<file path="src/rtl/acq_pkg.sv">
package acq_pkg;
  typedef enum logic [1:0] {MGR_IDLE, MGR_RUN, MGR_DRAIN} mgr_state_e;
  typedef enum logic [1:0] {CV_IDLE, CV_REQ, CV_OUT} cv_state_e;
endpackage

</file>
<file path="src/rtl/acq_gray_timer.sv">
module acq_gray_timer #(
  parameter int TS_W     = 24,
  parameter int TICK_DIV = 20
) (
  input  logic            clk_i,
  input  logic            rst_ni,
  output logic [TS_W-1:0] gray_o
);
  localparam int DIV_W = (TICK_DIV > 1) ? $clog2(TICK_DIV) : 1;

  logic [DIV_W-1:0] div_q;
  logic [TS_W-1:0]  bin_q;

  always_ff @(posedge clk_i or negedge rst_ni) begin
    if (!rst_ni) begin
      div_q <= '0;
      bin_q <= '0;
    end else if (div_q == DIV_W'(TICK_DIV - 1)) begin
      div_q <= '0;
      bin_q <= bin_q + 1'b1;
    end else begin
      div_q <= div_q + 1'b1;
    end
  end

  assign gray_o = bin_q ^ (bin_q >> 1);
endmodule

</file>
<file path="src/rtl/acq_chan.sv">
module acq_chan #(
  parameter int TS_W = 24
) (
  input  logic            clk_i,
  input  logic            rst_ni,
  input  logic            en_i,
  input  logic            clr_ovf_i,
  input  logic            hit_i,
  input  logic [TS_W-1:0] ts_i,
  input  logic            pop_i,
  output logic            pend_o,
  output logic            rd_cell_o,
  output logic [TS_W-1:0] rd_ts_o,
  output logic            ovf_o
);
  logic            hit_q;
  logic [1:0]      cnt_q;
  logic            wr_q, rd_q;
  logic [TS_W-1:0] ts0_q, ts1_q;
  logic            ovf_q;
  logic            rise, take, drop;

  assign rise = hit_i & ~hit_q;
  assign take = en_i & rise & (cnt_q != 2'd2);
  assign drop = en_i & rise & (cnt_q == 2'd2);

  always_ff @(posedge clk_i or negedge rst_ni) begin
    if (!rst_ni) begin
      hit_q <= 1'b0;
      cnt_q <= '0;
      wr_q  <= 1'b0;
      rd_q  <= 1'b0;
      ts0_q <= '0;
      ts1_q <= '0;
      ovf_q <= 1'b0;
    end else begin
      hit_q <= hit_i;
      if (take) begin
        if (wr_q) ts1_q <= ts_i;
        else      ts0_q <= ts_i;
        wr_q <= ~wr_q;
      end
      if (pop_i) rd_q <= ~rd_q;
      case ({take, pop_i})
        2'b10:   cnt_q <= cnt_q + 2'd1;
        2'b01:   cnt_q <= cnt_q - 2'd1;
        default: cnt_q <= cnt_q;
      endcase
      if (clr_ovf_i) ovf_q <= 1'b0;
      else if (drop) ovf_q <= 1'b1;
    end
  end

  assign pend_o    = (cnt_q != 2'd0);
  assign rd_cell_o = rd_q;
  assign rd_ts_o   = rd_q ? ts1_q : ts0_q;
  assign ovf_o     = ovf_q;
endmodule

</file>
<file path="src/rtl/acq_mgr.sv">
module acq_mgr
  import acq_pkg::*;
(
  input  logic       clk_i,
  input  logic       rst_ni,
  input  logic       start_i,
  input  logic       stop_i,
  input  logic       all_empty_i,
  output mgr_state_e state_o,
  output logic       clr_ovf_o
);
  mgr_state_e st_q;

  always_ff @(posedge clk_i or negedge rst_ni) begin
    if (!rst_ni) st_q <= MGR_IDLE;
    else begin
      unique case (st_q)
        MGR_IDLE:  if (start_i)     st_q <= MGR_RUN;
        MGR_RUN:   if (stop_i)      st_q <= MGR_DRAIN;
        MGR_DRAIN: if (all_empty_i) st_q <= MGR_IDLE;
        default:                    st_q <= MGR_IDLE;
      endcase
    end
  end

  assign state_o   = st_q;
  assign clr_ovf_o = (st_q == MGR_IDLE) & start_i;
endmodule

</file>
<file path="src/rtl/acq_conv_rr.sv">
module acq_conv_rr
  import acq_pkg::*;
#(
  parameter int N_CH   = 16,
  parameter int CH_W   = 4,
  parameter int CODE_W = 10
) (
  input  logic              clk_i,
  input  logic              rst_ni,
  input  logic              en_i,
  input  logic [N_CH-1:0]   pend_i,
  input  logic              conv_done_i,
  input  logic [CODE_W-1:0] conv_code_i,
  input  logic              out_ready_i,
  output logic              conv_req_o,
  output logic [CH_W-1:0]   sel_o,
  output logic [CODE_W-1:0] code_o,
  output logic              out_valid_o,
  output logic [N_CH-1:0]   pop_o
);
  cv_state_e         st_q;
  logic [CH_W-1:0]   rr_q, sel_q, pick;
  logic [CODE_W-1:0] code_q;
  logic              found;

  // first pending channel at or after the rotating pointer
  always_comb begin
    found = 1'b0;
    pick  = '0;
    for (int i = 0; i < N_CH; i++) begin
      if (!found && pend_i[(int'(rr_q) + i) % N_CH]) begin
        found = 1'b1;
        pick  = CH_W'((int'(rr_q) + i) % N_CH);
      end
    end
  end

  always_ff @(posedge clk_i or negedge rst_ni) begin
    if (!rst_ni) begin
      st_q   <= CV_IDLE;
      rr_q   <= '0;
      sel_q  <= '0;
      code_q <= '0;
    end else begin
      unique case (st_q)
        CV_IDLE: if (en_i && found) begin
          sel_q <= pick;
          st_q  <= CV_REQ;
        end
        CV_REQ: if (conv_done_i) begin
          code_q <= conv_code_i;
          st_q   <= CV_OUT;
        end
        CV_OUT: if (out_ready_i) begin
          st_q <= CV_IDLE;
          rr_q <= (int'(sel_q) == N_CH - 1) ? '0 : sel_q + 1'b1;
        end
        default: st_q <= CV_IDLE;
      endcase
    end
  end

  always_comb begin
    pop_o = '0;
    if (st_q == CV_OUT && out_ready_i) pop_o[sel_q] = 1'b1;
  end

  assign conv_req_o  = (st_q == CV_REQ);
  assign out_valid_o = (st_q == CV_OUT);
  assign sel_o       = sel_q;
  assign code_o      = code_q;
endmodule

</file>
<file path="src/rtl/selftrig_acq.sv">
module selftrig_acq
  import acq_pkg::*;
#(
  parameter int N_CH     = 16,
  parameter int CH_W     = $clog2(N_CH),
  parameter int TS_W     = 24,
  parameter int CODE_W   = 10,
  parameter int TICK_DIV = 20,
  parameter int DATA_W   = CH_W + 1 + TS_W + CODE_W
) (
  input  logic              clk_i,
  input  logic              rst_ni,
  input  logic              start_i,
  input  logic              stop_i,
  input  logic [N_CH-1:0]   hit_i,
  output logic              conv_req_o,
  output logic [CH_W-1:0]   conv_ch_o,
  output logic              conv_cell_o,
  input  logic              conv_done_i,
  input  logic [CODE_W-1:0] conv_code_i,
  output logic              out_valid_o,
  input  logic              out_ready_i,
  output logic [DATA_W-1:0] out_data_o,
  output logic              running_o,
  output logic              draining_o,
  output logic [N_CH-1:0]   overflow_o
);
  mgr_state_e        mgr_st;
  logic              clr_ovf;
  logic [TS_W-1:0]   gray_ts;
  logic [N_CH-1:0]   pend, pop;
  logic              rd_cell [N_CH];
  logic [TS_W-1:0]   rd_ts   [N_CH];
  logic [CH_W-1:0]   sel;
  logic [CODE_W-1:0] code;
  logic              acq_en, cv_en;

  assign acq_en = (mgr_st == MGR_RUN);
  assign cv_en  = (mgr_st != MGR_IDLE);

  acq_mgr i_mgr (
    .clk_i       (clk_i),
    .rst_ni      (rst_ni),
    .start_i     (start_i),
    .stop_i      (stop_i),
    .all_empty_i (~|pend),
    .state_o     (mgr_st),
    .clr_ovf_o   (clr_ovf)
  );

  acq_gray_timer #(.TS_W(TS_W), .TICK_DIV(TICK_DIV)) i_timer (
    .clk_i  (clk_i),
    .rst_ni (rst_ni),
    .gray_o (gray_ts)
  );

  for (genvar c = 0; c < N_CH; c++) begin : g_ch
    acq_chan #(.TS_W(TS_W)) i_chan (
      .clk_i     (clk_i),
      .rst_ni    (rst_ni),
      .en_i      (acq_en),
      .clr_ovf_i (clr_ovf),
      .hit_i     (hit_i[c]),
      .ts_i      (gray_ts),
      .pop_i     (pop[c]),
      .pend_o    (pend[c]),
      .rd_cell_o (rd_cell[c]),
      .rd_ts_o   (rd_ts[c]),
      .ovf_o     (overflow_o[c])
    );
  end

  acq_conv_rr #(.N_CH(N_CH), .CH_W(CH_W), .CODE_W(CODE_W)) i_conv (
    .clk_i       (clk_i),
    .rst_ni      (rst_ni),
    .en_i        (cv_en),
    .pend_i      (pend),
    .conv_done_i (conv_done_i),
    .conv_code_i (conv_code_i),
    .out_ready_i (out_ready_i),
    .conv_req_o  (conv_req_o),
    .sel_o       (sel),
    .code_o      (code),
    .out_valid_o (out_valid_o),
    .pop_o       (pop)
  );

  assign conv_ch_o   = sel;
  assign conv_cell_o = rd_cell[sel];
  assign out_data_o  = {sel, rd_cell[sel], rd_ts[sel], code};
  assign running_o   = (mgr_st == MGR_RUN);
  assign draining_o  = (mgr_st == MGR_DRAIN);
endmodule

</file>
<file path="config.mk">
export PLATFORM = sky130hd
export DESIGN_NAME = selftrig_acq
export DESIGN_NICKNAME = d
export VERILOG_FILES = /design/src/rtl/acq_pkg.sv /design/src/rtl/acq_gray_timer.sv /design/src/rtl/acq_chan.sv /design/src/rtl/acq_mgr.sv /design/src/rtl/acq_conv_rr.sv /design/src/rtl/selftrig_acq.sv
export SDC_FILE = /design/constraint.sdc
export NUM_CORES = 2
export LEC_CHECK = 0
export ABC_AREA = 0
export CORE_AREA = 2 2 297 269
export CTS_CLUSTER_SIZE = 30
export DETAILED_ROUTE_END_ITERATION = 12
export DIE_AREA = 0 0 299 271
export DONT_BUFFER_PORTS = 1
export PLACE_DENSITY_LB_ADDON = 0.1
export SYNTH_ARGS = -nofsm -noshare
export SYNTH_HDL_FRONTEND = slang
export SYNTH_SLANG_ARGS = --single-unit
</file>
<file path="constraint.sdc">
create_clock -name clk_i -period 4.4 [get_ports clk_i]
set_input_delay 0.88 -clock clk_i [delete_from_list [all_inputs] [get_ports clk_i]]
set_output_delay 0.88 -clock clk_i [all_outputs]
set_load 0.1 [all_outputs]
</file>
==> flow_metrics.py <==
metrics = {
    "placed_design": {
        "post-place-ws_ns": 0.386,
        "io_buffers": 0,
        "hpwl_microns": 74800,
        "dp.cells": 4176,
        "gp_congestion": 0.896,
    },
    "sta": {
        "skew_ns": 0.0189,
        "slew_viol_final": 855,
        "period_share": 0.987,
        "grt_setup_unrepaired": "false",
        "slew-limit-headroom": -1.74,
        "layout_min_cycle_time_ns": 4.34,
        "holdWs_ns": -0.0473,
        "tns_ns": 0,
        "hold_violations": 4,
        "fin_ws_ns": 0.0560,
        "setup_viol": 0,
        "fmax_mhz": 230,
        "worst_pin_slew_ns": 4.11,
    },
    "run_status": {
        "status": "finished with violations",
        "violations": "negative hold slack, max-slew violations",
    },
    "synth": {
        "ys_types": 72,
        "synth_area_sq_mm": 0.0449,
        "ys_top_cells_by_count": "dfrtp_1, mux2_2, mux2i_1",
        "synth.avg_cell_area_sq_um": 13.7,
        "yosysWarnings": 0,
        "async_flop_share": 1.00,
        "yosysMostFrequentCell": "dfrtp_1",
        "synth-edff-count": 0,
        "yosys.area.top_type": "dfrtp_1",
        "synth_area_leaders": "dfrtp_1, mux2_2, mux2i_1",
        "dominantRegCellSynth": "dfrtp_1",
        "synth-seq-area-share": 0.510,
        "syn_nets": 3365,
        "synth_cells": 3283,
        "netlist.area_leader.share": 0.510,
        "synth_seq_cells": 915,
    },
    "cells_and_area": {
        "area_delta_synth_final_pct": 10.8,
        "final_layout_size_suffix_gt1_frac": 0.374,
        "nNetsFinal": 3315,
        "antenna_cells": 0,
        "multi_input_area_sq_mm": 0.0205,
        "fill_cells": 5755,
        "fin_util": 0.640,
        "register_area_sq_mm": 0.0229,
        "fin_cells": 4344,
    },
    "critical_path": {
        "crit_path_end_kind": "output pin",
        "cp_slowest_cell": "dfrtp_2",
        "slowest_delay_ns": 1.09,
        "critPathKind": "flip-flop to output pin",
        "reg2reg_slack_ns": 0.36,
        "cp.arrival_ns": 3.46,
        "timing.critical_path.buf_inv": 3,
        "crit_chain": "buf_4 -> mux2i_1 -> mux4_2 -> mux4_2 -> inv_1 -> buf_4",
        "cpLargestDelayFamily": "flip-flops",
        "rr_worst_depth": 13,
        "r2r_start": "i_conv.rr_q[0]$_DFFE_PN0P_",
        "cp.required_ns": 3.52,
        "r2r_end": "i_conv.sel_o[0]$_DFFE_PN0P_",
        "startpoint_type": "flip-flop",
        "cp_max_fo": 23,
    },
    "grt": {
        "grt_pass1_vias": 28500,
        "overflow": 0,
        "groute.usage.overall": 0.303,
        "grt_max_degree": 916,
        "antenna_found_initial": 0,
        "grt_pass1_wl_microns": 184000,
    },
    "detailed_routing": {
        "drt_iter0_drc": 2036,
        "dr.pass1.iters": 5,
        "wire_per_inst_microns": 27.8,
        "drc": 0,
        "drt_wl_total_microns": 121000,
        "vias": 27300,
        "ant_nets": 0,
        "drt-vias-per-instance": 6.28,
    },
    "floorplan": {
        "fp.dieW_microns": 299,
        "core_sq_mm": 0.0777,
        "die-area_sq_mm": 0.0810,
        "num_rows": 97,
        "initial_core_util": 0.578,
        "die_h_microns": 271,
        "pin_count": 96,
    },
    "clocking": {
        "path_clk_slew_ns": 0.06,
        "clock_sinks": 915,
        "worst_skew_pair.late_latency_ns": 0.66,
        "cts_inserted_buffers": 94,
        "cts_tree": "built",
        "cts-root-buf": "clkbuf_16",
        "cts_htree_levels": 3,
        "clockBufferDepth": 3,
        "cts_setup_buffers": 0,
    },
    "pwr": {
        "peakVddDrop_v": 0.000589,
        "p_per_area_mw_per_mm2": 564,
        "p_leak_nw": 23.0,
    },
    "worst_hold_path": {
        "min_path_type": "primary input to asynchronous set/reset pin",
    },
    "job": {
        "cap_violations": 0,
    },
}
## area by class of cell
cell class / instances / share of cell area
flip-flops and latches: 915 / 0.461
multi-input cells: 1991 / 0.413
clock buffers: 146 / 0.0574
repair buffers: 135 / 0.0289
well taps: 1039 / 0.0261
inverters: 96 / 0.00730
clock inverters: 22 / 0.00607
## worst max path at each step
stage | depth (start not counted) | startpoint | slack, ns | endpoint
3_3_place_gp | 13 | i_conv.rr_q[0]$_DFFE_PN0P_ | 0.48 | i_conv.sel_o[0]$_DFFE_PN0P_
3_5_place_dp | 13 | i_conv.rr_q[0]$_DFFE_PN0P_ | 0.39 | i_conv.sel_o[0]$_DFFE_PN0P_
4_1_cts | 6 | g_ch[11].i_chan.rd_cell_o$_DFFE_PN0P_ | 0.01 | out_data_o[14]
5_1_grt | 6 | g_ch[7].i_chan.rd_cell_o$_DFFE_PN0P_ | 0.001 | out_data_o[29]
2_1_floorplan | 7 | i_conv.sel_o[1]$_DFFE_PN0P_ | 0.02 | out_data_o[24]
6_report | 6 | g_ch[6].i_chan.rd_cell_o$_DFFE_PN0P_ | 0.06 | out_data_o[18]
## worst register-to-register path, cell delays in order (launching register included)
cell and delay, ns:
dfrtp_2 0.49, inv_1 0.11, ha_1 0.40, inv_1 0.14, a2111oi_0 0.81, o41ai_4 0.27
o211ai_2 0.14, or4_1 0.27, nand3b_4 0.20, buf_4 0.19, nor3_1 0.08, or4_1 0.52
o22ai_1 0.21, o21ai_1 0.08
## placed cells by master (no fill, tap or decap), types with 36 or more instances in the layout
cell type and count:
dfrtp_1 894, clkbuf_16 98, nand2_1 77, buf_4 101, mux2i_1 401, a21oi_1 53
o21ai_0 36, nor2_1 108, ha_1 50, xnor2_1 89, mux2_2 756, mux4_2 146
inv_1 91
## layer usage
metal  track usage  vias up  part of all wire
met1         0.438    14700              0.45
li1              -    11700                 -
met3        0.0422      178             0.051
met4        0.0822        0             0.026
met2         0.483      687              0.47
met5             0        -                 0
## power by group
part / switching [W] / total, W / internal, W
logic: 0.00478 / 0.00834 / 0.00356
registers: 0.00253 / 0.0116 / 0.00908
clock network: 0.00329 / 0.00809 / 0.00480
## through the flow
stage	cell area [sq um]	total power, W
3_3_place_gp	46600	0.0200
5_1_grt	49700	0.0291
6_report	49700	0.0280
4_1_cts	49700	0.0281
3_5_place_dp	46600	0.0200
2_1_floorplan	44900	0.0170
## repair_timing
action / 4_1_cts / 5_1_grt
gates resized for setup: 0 / 3
endpoints found under the hold margin: 482 / 186
endpoints found under the setup margin: 0 / 5
## state kept, by name, indices dropped and copies added, names as in the netlist
signal / count
i_conv.code_o: 10
g_ch.i_chan.rd_cell_o: 16
g_ch.i_chan.hit_q: 16
g_ch.i_chan.cnt_q: 32
i_conv.sel_o: 4
g_ch.i_chan.ts1_q: 384
g_ch.i_chan.wr_q: 16
i_timer.div_q: 5
i_conv.st_q: 2
i_conv.rr_q: 4
i_mgr.state_o: 2
i_timer.bin_q: 24
g_ch.i_chan.ovf_o: 16
g_ch.i_chan.ts0_q: 384
## cells by family after synthesis
group                    share of synthesized area
XOR/XNOR                                    0.0234
AO/OA/AOI/OAI                               0.0297
adder cells (fa/ha/maj)                     0.0139
buffers and inverters                       0.0352
flip-flops                                   0.510
multiplexers                                 0.355
AND/OR/NAND/NOR                             0.0320
Note: power is estimated with default switching activity, not from simulation.
